[src/rtl/card_cmd_pkg.sv]
// Package: shared field positions, sizes and the sequencer state type
// for the card command issuer. Assumes an 11-bit command word.
package card_cmd_pkg;

    localparam int CMD_W        = 11;
    localparam int IDX_W        = 6;
    localparam int BIT_RESP     = 6;
    localparam int BIT_LONG     = 7;
    localparam int BIT_START    = 10;

    localparam int STAT_W       = 8;
    localparam int STAT_TIMEOUT = 2;
    localparam int STAT_RESPEND = 6;
    localparam int STAT_SENT    = 7;

    localparam int SHORT_BYTES  = 4;
    localparam int LONG_BYTES   = 16;
    localparam int WORDS        = LONG_BYTES / 4;
    localparam int LEN_W        = $clog2(LONG_BYTES + 1);
    localparam int BIDX_W       = $clog2(LONG_BYTES);

    typedef enum logic [1:0] {
        SEQ_IDLE   = 2'd0,
        SEQ_REQ    = 2'd1,
        SEQ_RECV   = 2'd2,
        SEQ_COMMIT = 2'd3
    } seq_state_t;

endpackage

[src/rtl/ccmd_word_reg.sv]
// Command word register and field decode.
// Stores the command word on a host write when idle, ignores writes while
// a transaction runs, and clears the start flag when the sequencer signals
// completion. Assumes done_i is only asserted while busy_i is high.
module ccmd_word_reg
    import card_cmd_pkg::*;
(
    input  logic              clk,
    input  logic              rst_n,
    input  logic              wr_i,
    input  logic [31:0]       wdata_i,
    input  logic              busy_i,
    input  logic              done_i,
    output logic [CMD_W-1:0]  cmd_o,
    output logic              start_o,
    output logic [IDX_W-1:0]  index_o,
    output logic              resp_exp_o,
    output logic              long_o
);

    logic [CMD_W-1:0] cmd_q;

    // Accepting write: only while idle
    logic wr_ok;
    assign wr_ok   = wr_i && !busy_i;
    assign start_o = wr_ok && wdata_i[BIT_START];

    // Hold the command word; self-clear the start flag on completion
    always_ff @(posedge clk) begin
        if (!rst_n) begin
            cmd_q <= '0;
        end else if (wr_ok) begin
            cmd_q <= wdata_i[CMD_W-1:0];
        end else if (done_i) begin
            cmd_q[BIT_START] <= 1'b0;
        end
    end

    // Field decode from the stored word
    assign cmd_o      = cmd_q;
    assign index_o    = cmd_q[IDX_W-1:0];
    assign resp_exp_o = cmd_q[BIT_RESP];
    assign long_o     = cmd_q[BIT_LONG];

    // a write during a transaction leaves the word untouched
    p_busy_write_held_r3: assert property (@(posedge clk) disable iff (!rst_n)
        (wr_i && busy_i && !done_i) |=> $stable(cmd_o));

endmodule

[src/rtl/ccmd_timer.sv]
// Silence timer: counts cycles while run_i is high without an event.
// expired_o rises in the LIMIT-th such cycle. kick_i or a low run_i
// restarts the count. Assumes LIMIT >= 2.
module ccmd_timer #(
    parameter int LIMIT = 64
) (
    input  logic clk,
    input  logic rst_n,
    input  logic run_i,
    input  logic kick_i,
    output logic expired_o
);

    localparam int CW = $clog2(LIMIT + 1);

    logic [CW-1:0] cnt_q;

    assign expired_o = run_i && (cnt_q == CW'(LIMIT - 1));

    // Count silent cycles, restart on event or when not running
    always_ff @(posedge clk) begin
        if (!rst_n) begin
            cnt_q <= '0;
        end else if (!run_i || kick_i) begin
            cnt_q <= '0;
        end else if (!expired_o) begin
            cnt_q <= cnt_q + 1'b1;
        end
    end

    // the count never passes the limit
    p_count_bound_r8: assert property (@(posedge clk) disable iff (!rst_n)
        run_i |-> (cnt_q < CW'(LIMIT)));

endmodule

[src/rtl/ccmd_reply_pack.sv]
// Reply byte packer: one byte register per slot of a long reply, written
// by index, read out as big-endian words (slot 0 in bits 31:24 of word 0).
// Assumes the index stays below the slot count while wr_i is high.
module ccmd_reply_pack
    import card_cmd_pkg::*;
(
    input  logic                    clk,
    input  logic                    rst_n,
    input  logic                    wr_i,
    input  logic [BIDX_W-1:0]       idx_i,
    input  logic [7:0]              byte_i,
    output logic [WORDS*32-1:0]     words_o
);

    for (genvar k = 0; k < LONG_BYTES; k++) begin : g_slot
        localparam int POS = 32 * (k / 4) + 24 - 8 * (k % 4);
        logic [7:0] slot_q;

        // Capture the byte addressed to this slot
        always_ff @(posedge clk) begin
            if (!rst_n) begin
                slot_q <= '0;
            end else if (wr_i && (idx_i == BIDX_W'(k))) begin
                slot_q <= byte_i;
            end
        end

        assign words_o[POS +: 8] = slot_q;
    end

endmodule

[src/rtl/card_cmd_issuer.sv]
// Card command issuer top: argument register, transaction sequencer,
// reply length checks, response word commit and status bits.
// Assumes the card gives one acknowledge per request and then sends exactly
// the reported number of bytes; bytes arriving while idle are dropped.
module card_cmd_issuer
    import card_cmd_pkg::*;
#(
    parameter int TIMEOUT_CYCLES = 64
) (
    input  logic              clk,
    input  logic              rst_n,
    input  logic              host_wr_i,
    input  logic              host_sel_i,
    input  logic [31:0]       host_wdata_i,
    output logic [10:0]       cmd_o,
    output logic              busy_o,
    output logic [7:0]        status_o,
    output logic [31:0]       resp0_o,
    output logic [31:0]       resp1_o,
    output logic [31:0]       resp2_o,
    output logic [31:0]       resp3_o,
    output logic              card_req_o,
    output logic [5:0]        card_index_o,
    output logic [31:0]       card_arg_o,
    input  logic              card_ack_i,
    input  logic [4:0]        card_len_i,
    input  logic              card_byte_vld_i,
    input  logic [7:0]        card_byte_i
);

    seq_state_t        state_q;
    logic [31:0]       arg_q;
    logic [LEN_W-1:0]  expect_q;
    logic [BIDX_W-1:0] bcnt_q;
    logic              long_reply_q;
    logic              st_timeout_q, st_respend_q, st_sent_q;
    logic [31:0]       resp_q [WORDS];

    logic              start, done, expired, resp_exp, long_flag;
    logic              len_short_ok, len_long_ok, last_byte;
    logic [WORDS*32-1:0] packed_words;

    assign busy_o = (state_q != SEQ_IDLE);

    // Command word register and decode
    ccmd_word_reg u_word (
        .clk        (clk),
        .rst_n      (rst_n),
        .wr_i       (host_wr_i && host_sel_i),
        .wdata_i    (host_wdata_i),
        .busy_i     (busy_o),
        .done_i     (done),
        .cmd_o      (cmd_o),
        .start_o    (start),
        .index_o    (card_index_o),
        .resp_exp_o (resp_exp),
        .long_o     (long_flag)
    );

    // Silence timer for acknowledge and inter-byte gaps
    ccmd_timer #(.LIMIT(TIMEOUT_CYCLES)) u_timer (
        .clk       (clk),
        .rst_n     (rst_n),
        .run_i     (state_q == SEQ_REQ || state_q == SEQ_RECV),
        .kick_i    ((state_q == SEQ_REQ && card_ack_i) ||
                    (state_q == SEQ_RECV && card_byte_vld_i)),
        .expired_o (expired)
    );

    // Shadow byte store for the reply in flight
    ccmd_reply_pack u_pack (
        .clk     (clk),
        .rst_n   (rst_n),
        .wr_i    (state_q == SEQ_RECV && card_byte_vld_i),
        .idx_i   (bcnt_q),
        .byte_i  (card_byte_i),
        .words_o (packed_words)
    );

    // Argument register, writable any time
    always_ff @(posedge clk) begin
        if (!rst_n) begin
            arg_q <= '0;
        end else if (host_wr_i && !host_sel_i) begin
            arg_q <= host_wdata_i;
        end
    end

    assign card_arg_o = arg_q;
    assign card_req_o = (state_q == SEQ_REQ);

    // Reply length acceptance for the current flags
    assign len_short_ok = (card_len_i == 5'(SHORT_BYTES)) && !long_flag;
    assign len_long_ok  = (card_len_i == 5'(LONG_BYTES));
    assign last_byte    = ({1'b0, bcnt_q} == expect_q - 1'b1);

    // Completion: the sequencer returns to idle at the next edge
    always_comb begin
        done = 1'b0;
        unique case (state_q)
            SEQ_REQ:    done = card_ack_i ? !(resp_exp && (len_short_ok || len_long_ok))
                                          : expired;
            SEQ_RECV:   done = !card_byte_vld_i && expired;
            SEQ_COMMIT: done = 1'b1;
            default:    done = 1'b0;
        endcase
    end

    // Transaction sequencer with status and response commit
    always_ff @(posedge clk) begin
        if (!rst_n) begin
            state_q      <= SEQ_IDLE;
            expect_q     <= '0;
            bcnt_q       <= '0;
            long_reply_q <= 1'b0;
            st_timeout_q <= 1'b0;
            st_respend_q <= 1'b0;
            st_sent_q    <= 1'b0;
            for (int w = 0; w < WORDS; w++) resp_q[w] <= '0;
        end else begin
            unique case (state_q)
                SEQ_IDLE: begin
                    if (start) begin
                        state_q      <= SEQ_REQ;
                        st_timeout_q <= 1'b0;
                        st_respend_q <= 1'b0;
                        st_sent_q    <= 1'b0;
                    end
                end
                SEQ_REQ: begin
                    if (card_ack_i) begin
                        if (!resp_exp) begin
                            st_sent_q <= 1'b1;
                            state_q   <= SEQ_IDLE;
                        end else if (len_short_ok || len_long_ok) begin
                            expect_q     <= LEN_W'(card_len_i);
                            long_reply_q <= len_long_ok;
                            bcnt_q       <= '0;
                            state_q      <= SEQ_RECV;
                        end else begin
                            st_timeout_q <= 1'b1;
                            state_q      <= SEQ_IDLE;
                        end
                    end else if (expired) begin
                        st_timeout_q <= resp_exp;
                        st_sent_q    <= !resp_exp;
                        state_q      <= SEQ_IDLE;
                    end
                end
                SEQ_RECV: begin
                    if (card_byte_vld_i) begin
                        if (last_byte) state_q <= SEQ_COMMIT;
                        else           bcnt_q  <= bcnt_q + 1'b1;
                    end else if (expired) begin
                        st_timeout_q <= 1'b1;
                        state_q      <= SEQ_IDLE;
                    end
                end
                SEQ_COMMIT: begin
                    for (int w = 0; w < WORDS; w++) begin
                        if (w == 0 || long_reply_q) resp_q[w] <= packed_words[32*w +: 32];
                        else                        resp_q[w] <= '0;
                    end
                    if (long_reply_q) resp_q[WORDS-1][0] <= 1'b0;
                    st_respend_q <= 1'b1;
                    state_q      <= SEQ_IDLE;
                end
                default: state_q <= SEQ_IDLE;
            endcase
        end
    end

    // Output assembly
    always_comb begin
        status_o               = '0;
        status_o[STAT_TIMEOUT] = st_timeout_q;
        status_o[STAT_RESPEND] = st_respend_q;
        status_o[STAT_SENT]    = st_sent_q;
    end

    assign resp0_o = resp_q[0];
    assign resp1_o = resp_q[1];
    assign resp2_o = resp_q[2];
    assign resp3_o = resp_q[3];

    // a start is followed by a request to the card
    p_start_requests_r2: assert property (@(posedge clk) disable iff (!rst_n)
        start |=> card_req_o);

    // the start flag is clear whenever the block goes idle
    p_start_flag_clears_r9: assert property (@(posedge clk) disable iff (!rst_n)
        $fell(busy_o) |-> !cmd_o[BIT_START]);

    // never more than one outcome bit
    p_one_outcome_r9: assert property (@(posedge clk) disable iff (!rst_n)
        $countones({st_timeout_q, st_respend_q, st_sent_q}) <= 1);

    // a short reply zeroes the upper response words
    p_short_zero_r5: assert property (@(posedge clk) disable iff (!rst_n)
        (state_q == SEQ_COMMIT && !long_reply_q) |=>
            (resp1_o == '0 && resp2_o == '0 && resp3_o == '0));

    // a long reply has bit 0 of word 3 low
    p_long_lsb_low_r6: assert property (@(posedge clk) disable iff (!rst_n)
        (state_q == SEQ_COMMIT && long_reply_q) |=> !resp3_o[0]);

    // a timeout never alters the response words
    p_timeout_keeps_resp_r7: assert property (@(posedge clk) disable iff (!rst_n)
        $rose(st_timeout_q) |-> ($stable(resp0_o) && $stable(resp3_o)));

endmodule

[config.mk]
export PLATFORM = sky130hd
export DESIGN_NAME = card_cmd_issuer
export DESIGN_NICKNAME = d
export VERILOG_FILES = /design/src/rtl/card_cmd_pkg.sv /design/src/rtl/ccmd_word_reg.sv /design/src/rtl/ccmd_timer.sv /design/src/rtl/ccmd_reply_pack.sv /design/src/rtl/card_cmd_issuer.sv
export SDC_FILE = /design/constraint.sdc
export NUM_CORES = 1
export LEC_CHECK = 0
export ABC_AREA = 0
export ABC_CLOCK_PERIOD_IN_PS = 3550
export CAP_MARGIN = 15
export CORE_ASPECT_RATIO = 0.8
export CORE_MARGIN = 3
export CORE_UTILIZATION = 45
export CTS_CLUSTER_DIAMETER = 80
export DETAILED_ROUTE_END_ITERATION = 8
export GPL_TIMING_DRIVEN = 0
export PLACE_DENSITY_LB_ADDON = 0.12
export SYNTH_ARGS = -nofsm -noshare
export SYNTH_HDL_FRONTEND = slang
export SYNTH_SLANG_ARGS = --single-unit
[constraint.sdc]
create_clock -name clk -period 3.55 [get_ports clk]
set_input_delay 0.5325 -clock clk [delete_from_list [all_inputs] [get_ports clk]]
set_output_delay 0.5325 -clock clk [all_outputs]
set_load 0.005 [all_outputs]
==> flow_summary.html <==
<table>
<tr><th>Metric</th><th>Value</th></tr>
<tr><th colspan="2">Run status</th></tr>
<tr><td>Status</td><td>finished clean</td></tr>
<tr><th colspan="2">Critical path</th></tr>
<tr><td>Setup crit start kind</td><td>register</td></tr>
<tr><td>Data arrival time of the critical path</td><td>a little under 2 ns</td></tr>
<tr><td>R2R cell count</td><td>9</td></tr>
<tr><td>Start of the worst register-to-register path</td><td>state_q[0]$_SDFFE_PN0P_</td></tr>
<tr><td>Critical path class</td><td>register to output pin</td></tr>
<tr><td>Endpoint class of the critical path</td><td>output pin</td></tr>
<tr><td>Capturing point of the worst reg2reg path</td><td>u_pack.g_slot[14].slot_q[2]$_SDFFE_PN0P_</td></tr>
<tr><td>Critical Path Fanout Max</td><td>6</td></tr>
<tr><td>Register-to-register setup slack</td><td>~1.2 ns</td></tr>
<tr><td>Critical path required time</td><td>3.02 ns</td></tr>
<tr><th colspan="2">Timing</th></tr>
<tr><td>Final worst hold slack</td><td>0.460 ns</td></tr>
<tr><td>Number of slew-limit violations in the final report</td><td>0</td></tr>
<tr><td>Max frequency</td><td>0.404 GHz</td></tr>
<tr><td>Transition time at the pin with the least slew margin</td><td>about 0.9 ns</td></tr>
<tr><td>Slew headroom</td><td>0.383</td></tr>
<tr><td>Post-route minimum period</td><td>approximately 2.5 ns</td></tr>
<tr><td>Fraction of the cycle the final worst path needs</td><td>0.698</td></tr>
<tr><td>Hold Violations, Final</td><td>0</td></tr>
<tr><td>Clock Skew</td><td>0.0244 ns</td></tr>
<tr><td>Unrepaired setup endpoints after global routing</td><td>no</td></tr>
<tr><td>Number of setup violations in the final report</td><td>0</td></tr>
<tr><th colspan="2">Drt</th></tr>
<tr><td>Antenna Nets Post-Route</td><td>0</td></tr>
<tr><td>Vias after detailed routing</td><td>~9500</td></tr>
<tr><td>Wire per inst</td><td>17.9 um</td></tr>
<tr><td>Number of vias per cell after detailed routing</td><td>approximately 5.1</td></tr>
<tr><td>Aggregate routed wire length</td><td>33100 um</td></tr>
<tr><td>Detailed-router iteration count before antenna repair</td><td>5</td></tr>
<tr><td>DRC Markers</td><td>0</td></tr>
<tr><td>Violation count after the first detailed-routing iteration</td><td>843</td></tr>
<tr><th colspan="2">CTS</th></tr>
<tr><td>CTS tree</td><td>yes</td></tr>
<tr><td>Clock latency on the worst-skew pair</td><td>0.57 ns</td></tr>
<tr><td>Post-CTS Hold Fix Bufs</td><td>0</td></tr>
<tr><td>Number of buffers inserted during clock tree synthesis</td><td>31</td></tr>
<tr><td>Longest Clk Path Bufs</td><td>3</td></tr>
<tr><td># resized after CTS</td><td>0</td></tr>
<tr><td>Clock net sink count</td><td>about 320</td></tr>
<tr><td>Maximum level of the CTS H-tree</td><td>1</td></tr>
<tr><td>Clock root cell</td><td>sky130_fd_sc_hd__clkbuf_16</td></tr>
<tr><td>Register clock-pin slew on the reported worst setup and hold paths</td><td>0.06 ns</td></tr>
<tr><td>Setup fix buffers added after clock tree synthesis</td><td>0</td></tr>
<tr><th colspan="2">Synth</th></tr>
<tr><td>Area fraction in compound gates after synthesis</td><td>0.140</td></tr>
<tr><td>Register bit count reported by yosys</td><td>between 300 and 400</td></tr>
<tr><td>Number of enable-type register cells in the synthesized netlist</td><td>around 130</td></tr>
<tr><td>Xor/xnor cell area share of the yosys netlist</td><td>0.00810</td></tr>
<tr><td>Synthesized instance count</td><td>between 1000 and 1500</td></tr>
<tr><td>Mean post-synth cell area</td><td>roughly 11 um^2</td></tr>
<tr><td>Post-synth cell types</td><td>53</td></tr>
<tr><td>Adder and majority cell fraction of the synthesized area</td><td>0.0109</td></tr>
<tr><td>Mux share of post-synthesis cell area</td><td>0.0269</td></tr>
<tr><td>Fraction of post-synthesis cell area in the top cell type by area</td><td>0.303</td></tr>
<tr><td>Combinational family with the most area after synthesis</td><td>simple AND/OR/NAND/NOR gates</td></tr>
<tr><td>Sequential cell area fraction in the yosys report</td><td>0.604</td></tr>
<tr><td>Netlist area before placement</td><td>between 0.01 and 0.015 mm^2</td></tr>
<tr><td>Simple-Gate Fraction of Synth Area</td><td>0.172</td></tr>
<tr><td>Fraction of synthesis flops using an asynchronous set or reset pin</td><td>0</td></tr>
<tr><td>Top flip-flop cell by instance count after synthesis</td><td>sky130_fd_sc_hd__dfxtp_1</td></tr>
<tr><td>Synth Warn #</td><td>0</td></tr>
<tr><td>Post-synthesis cell type with the largest combined area</td><td>sky130_fd_sc_hd__dfxtp_1</td></tr>
<tr><td>Dominant cells by area after synthesis</td><td>sky130_fd_sc_hd__dfxtp_1 30%, sky130_fd_sc_hd__edfxtp_1 30%, sky130_fd_sc_hd__a21boi_0 7.4%</td></tr>
<tr><th colspan="2">Die</th></tr>
<tr><td>Count of pins on the block boundary</td><td>about 240</td></tr>
<tr><td>Initial standard-cell utilization of the core</td><td>0.461</td></tr>
<tr><td>Number of rows in the core area</td><td>54</td></tr>
<tr><td>Area of the die</td><td>a little over 0.03 mm^2</td></tr>
<tr><td>Horizontal extent of the die</td><td>slightly below 200 um</td></tr>
<tr><td>Floorplan die height</td><td>between 150 and 200 um</td></tr>
<tr><td>Area inside the core boundary</td><td>~0.027 mm^2</td></tr>
<tr><th colspan="2">Finish</th></tr>
<tr><td>Commonest cells after routing, fill and taps aside</td><td>230 x sky130_fd_sc_hd__clkdlybuf4s50_1, 206 x sky130_fd_sc_hd__nand2_1, 192 x sky130_fd_sc_hd__dfxtp_1</td></tr>
<tr><td>N_diodes</td><td>0</td></tr>
<tr><td>Post-layout instance count excluding filler cells</td><td>about 1800</td></tr>
<tr><td>Ratio of cells with drive above 1 in the final layout</td><td>0.0553</td></tr>
<tr><td>Layout overhead on the synthesized area</td><td>30.8%</td></tr>
<tr><td>Commonest non-fill, non-tap cell in the layout</td><td>sky130_fd_sc_hd__clkdlybuf4s50_1</td></tr>
<tr><td>Count of nets after finishing</td><td>1520</td></tr>
<tr><th colspan="2">Place</th></tr>
<tr><td>Count of buffers inserted at the top-level ports</td><td>230</td></tr>
<tr><td>Number of placed instances, taps included</td><td>1789</td></tr>
<tr><td>Global placement routability congestion</td><td>about 0.82</td></tr>
<tr><td>Half-perimeter wire length of the detailed placement result</td><td>23100 um</td></tr>
<tr><th colspan="2">Pwr</th></tr>
<tr><td>VDD IR max</td><td>between 0.3 and 0.4 mV</td></tr>
<tr><td>Power density over the cells</td><td>~490 mW/mm^2</td></tr>
<tr><td>Sum of internal, switching and leakage power</td><td>about 8.1 mW</td></tr>
<tr><td>Leakage power</td><td>between 6 and 7 nW</td></tr>
<tr><th colspan="2">GRT</th></tr>
<tr><td>Wire length of the first global-routing pass</td><td>51900 um</td></tr>
<tr><td>Number of antenna violations at the first check in global routing</td><td>0</td></tr>
<tr><td>Pin count of the biggest net entering global routing</td><td>65</td></tr>
<tr><td>Overflow left after global routing</td><td>0</td></tr>
<tr><td>Global Route Usage Sum</td><td>0.213</td></tr>
<tr><td>Via count of the first global-routing pass</td><td>9288</td></tr>
<tr><th colspan="2">Job</th></tr>
<tr><td>Maxcap violations</td><td>0</td></tr>
<tr><th colspan="2">Hold path</th></tr>
<tr><td>Depth of the worst hold-timing path</td><td>2</td></tr>
<tr><td>Capture endpoint of the worst hold path</td><td>card_arg_o[16]$_SDFFE_PN0P_</td></tr>
<tr><td>Startpoint of the lowest-slack hold path</td><td>card_arg_o[16]$_SDFFE_PN0P_</td></tr>
<tr><td>Worst Hold Class</td><td>register to register</td></tr>
</table>
cell type report:
| type | instances | area (um^2) |
|---|---|---|
| inverters | 8 | 30.0 |
| fillers | 2343 | 10900 |
| well taps | 364 | 455 |
| clock inverters | 18 | 277 |
| plain buffers | 99 | 448 |
| repair buffers | 230 | 2300 |
| clock buffers | 40 | 840 |
| multi-input cells | 769 | 4570 |
| flip-flops and latches | 319 | 7660 |
per-layer routing:
layer  global-route usage  part of all wire  up-vias
met5                    0                 0        -
met4               0.0513             0.022        0
met3               0.0652             0.088       57
met2                0.328              0.43      321
met1                0.299              0.46     4483
li1                     -                 -     4605
critical path, cell delays in order, from the launching register on:
cell	delay [ns]
sky130_fd_sc_hd__dfxtp_1	0.39
sky130_fd_sc_hd__inv_1	0.11
sky130_fd_sc_hd__ha_1	0.29
sky130_fd_sc_hd__inv_1	0.08
sky130_fd_sc_hd__clkdlybuf4s50_1	0.52
registers in the layout, indices dropped and copies added (netlist names), 2 cells and up:
| signal | flops |
|---|---|
| bcnt_q | 4 |
| card_arg_o | 32 |
| expect_q | 5 |
| resp_q | 127 |
| state_q | 2 |
| u_pack.g_slot.slot_q | 127 |
| u_timer.cnt_q | 7 |
| u_word.cmd_o | 11 |
synthesized netlist by cell type (5+ instances only):
cell type	count
sky130_fd_sc_hd__edfxtp_1	127
sky130_fd_sc_hd__inv_1	8
sky130_fd_sc_hd__dfxtp_1	192
sky130_fd_sc_hd__xnor2_1	6
sky130_fd_sc_hd__nor2b_1	36
sky130_fd_sc_hd__mux2i_1	34
sky130_fd_sc_hd__nand4_1	6
sky130_fd_sc_hd__nand3_1	12
sky130_fd_sc_hd__a21boi_1	16
sky130_fd_sc_hd__buf_4	17
sky130_fd_sc_hd__o21ai_0	99
sky130_fd_sc_hd__and3_1	37
sky130_fd_sc_hd__nor2_1	22
sky130_fd_sc_hd__nand2_1	206
sky130_fd_sc_hd__nor3_1	5
sky130_fd_sc_hd__a21boi_0	125
sky130_fd_sc_hd__clkbuf_1	76
sky130_fd_sc_hd__ha_1	11
sky130_fd_sc_hd__and2_1	97
stage by stage:
| stage | utilization | setup TNS (ns) | setup slack, ns | cell area [um^2] |
|---|---|---|---|---|
| floorplan | - | 0 | 0.749 | 12700 |
| global placement | 0.562 | -42.71 | -0.671 | 15400 |
| detailed placement | 0.562 | 0 | 0.776 | 15500 |
| CTS | 0.603 | 0 | 1.03 | 16600 |
| global route | 0.603 | 0 | 0.907 | 16600 |
| finish | 0.603 | 0 | 1.07 | 16600 |
cells by family (layout without fill, tap and decap cells):
group,Yosys count,after routing
AOI/OAI and AO/OA,269,269
xor gates and xnor gates,10,10
adders and majority gates,11,11
buffers and inverters,107,395
DFF,319,319
muxes,34,34
other,1,6
and+or+nand+nor,439,439
report_power, final:
group	internal (mW)	total (mW)	switching, mW
combinational	0.299	0.563	0.263
sequential	3.90	3.94	0.0441
clock	2.18	3.59	1.41
total	6.38	8.10	1.72
worst max path at each step:
stage	start	endpoint	slack [ns]	depth (start not counted)
after floorplan	state_q[0]$_SDFFE_PN0P_	resp_q[1][0]$_SDFFCE_PP0P_	0.75	3
after global placement	rst_n	resp_q[1][29]$_SDFFCE_PP0P_	-0.67	3
after detailed placement	rst_n	resp_q[1][29]$_SDFFCE_PP0P_	0.78	3
after CTS	state_q[0]$_SDFFE_PN0P_	busy_o	1.03	4
after global routing	state_q[0]$_SDFFE_PN0P_	u_pack.g_slot[14].slot_q[4]$_SDFFE_PN0P_	0.91	9
final	state_q[0]$_SDFFE_PN0P_	busy_o	1.07	4
Note: power is estimated with default switching activity, not from simulation.
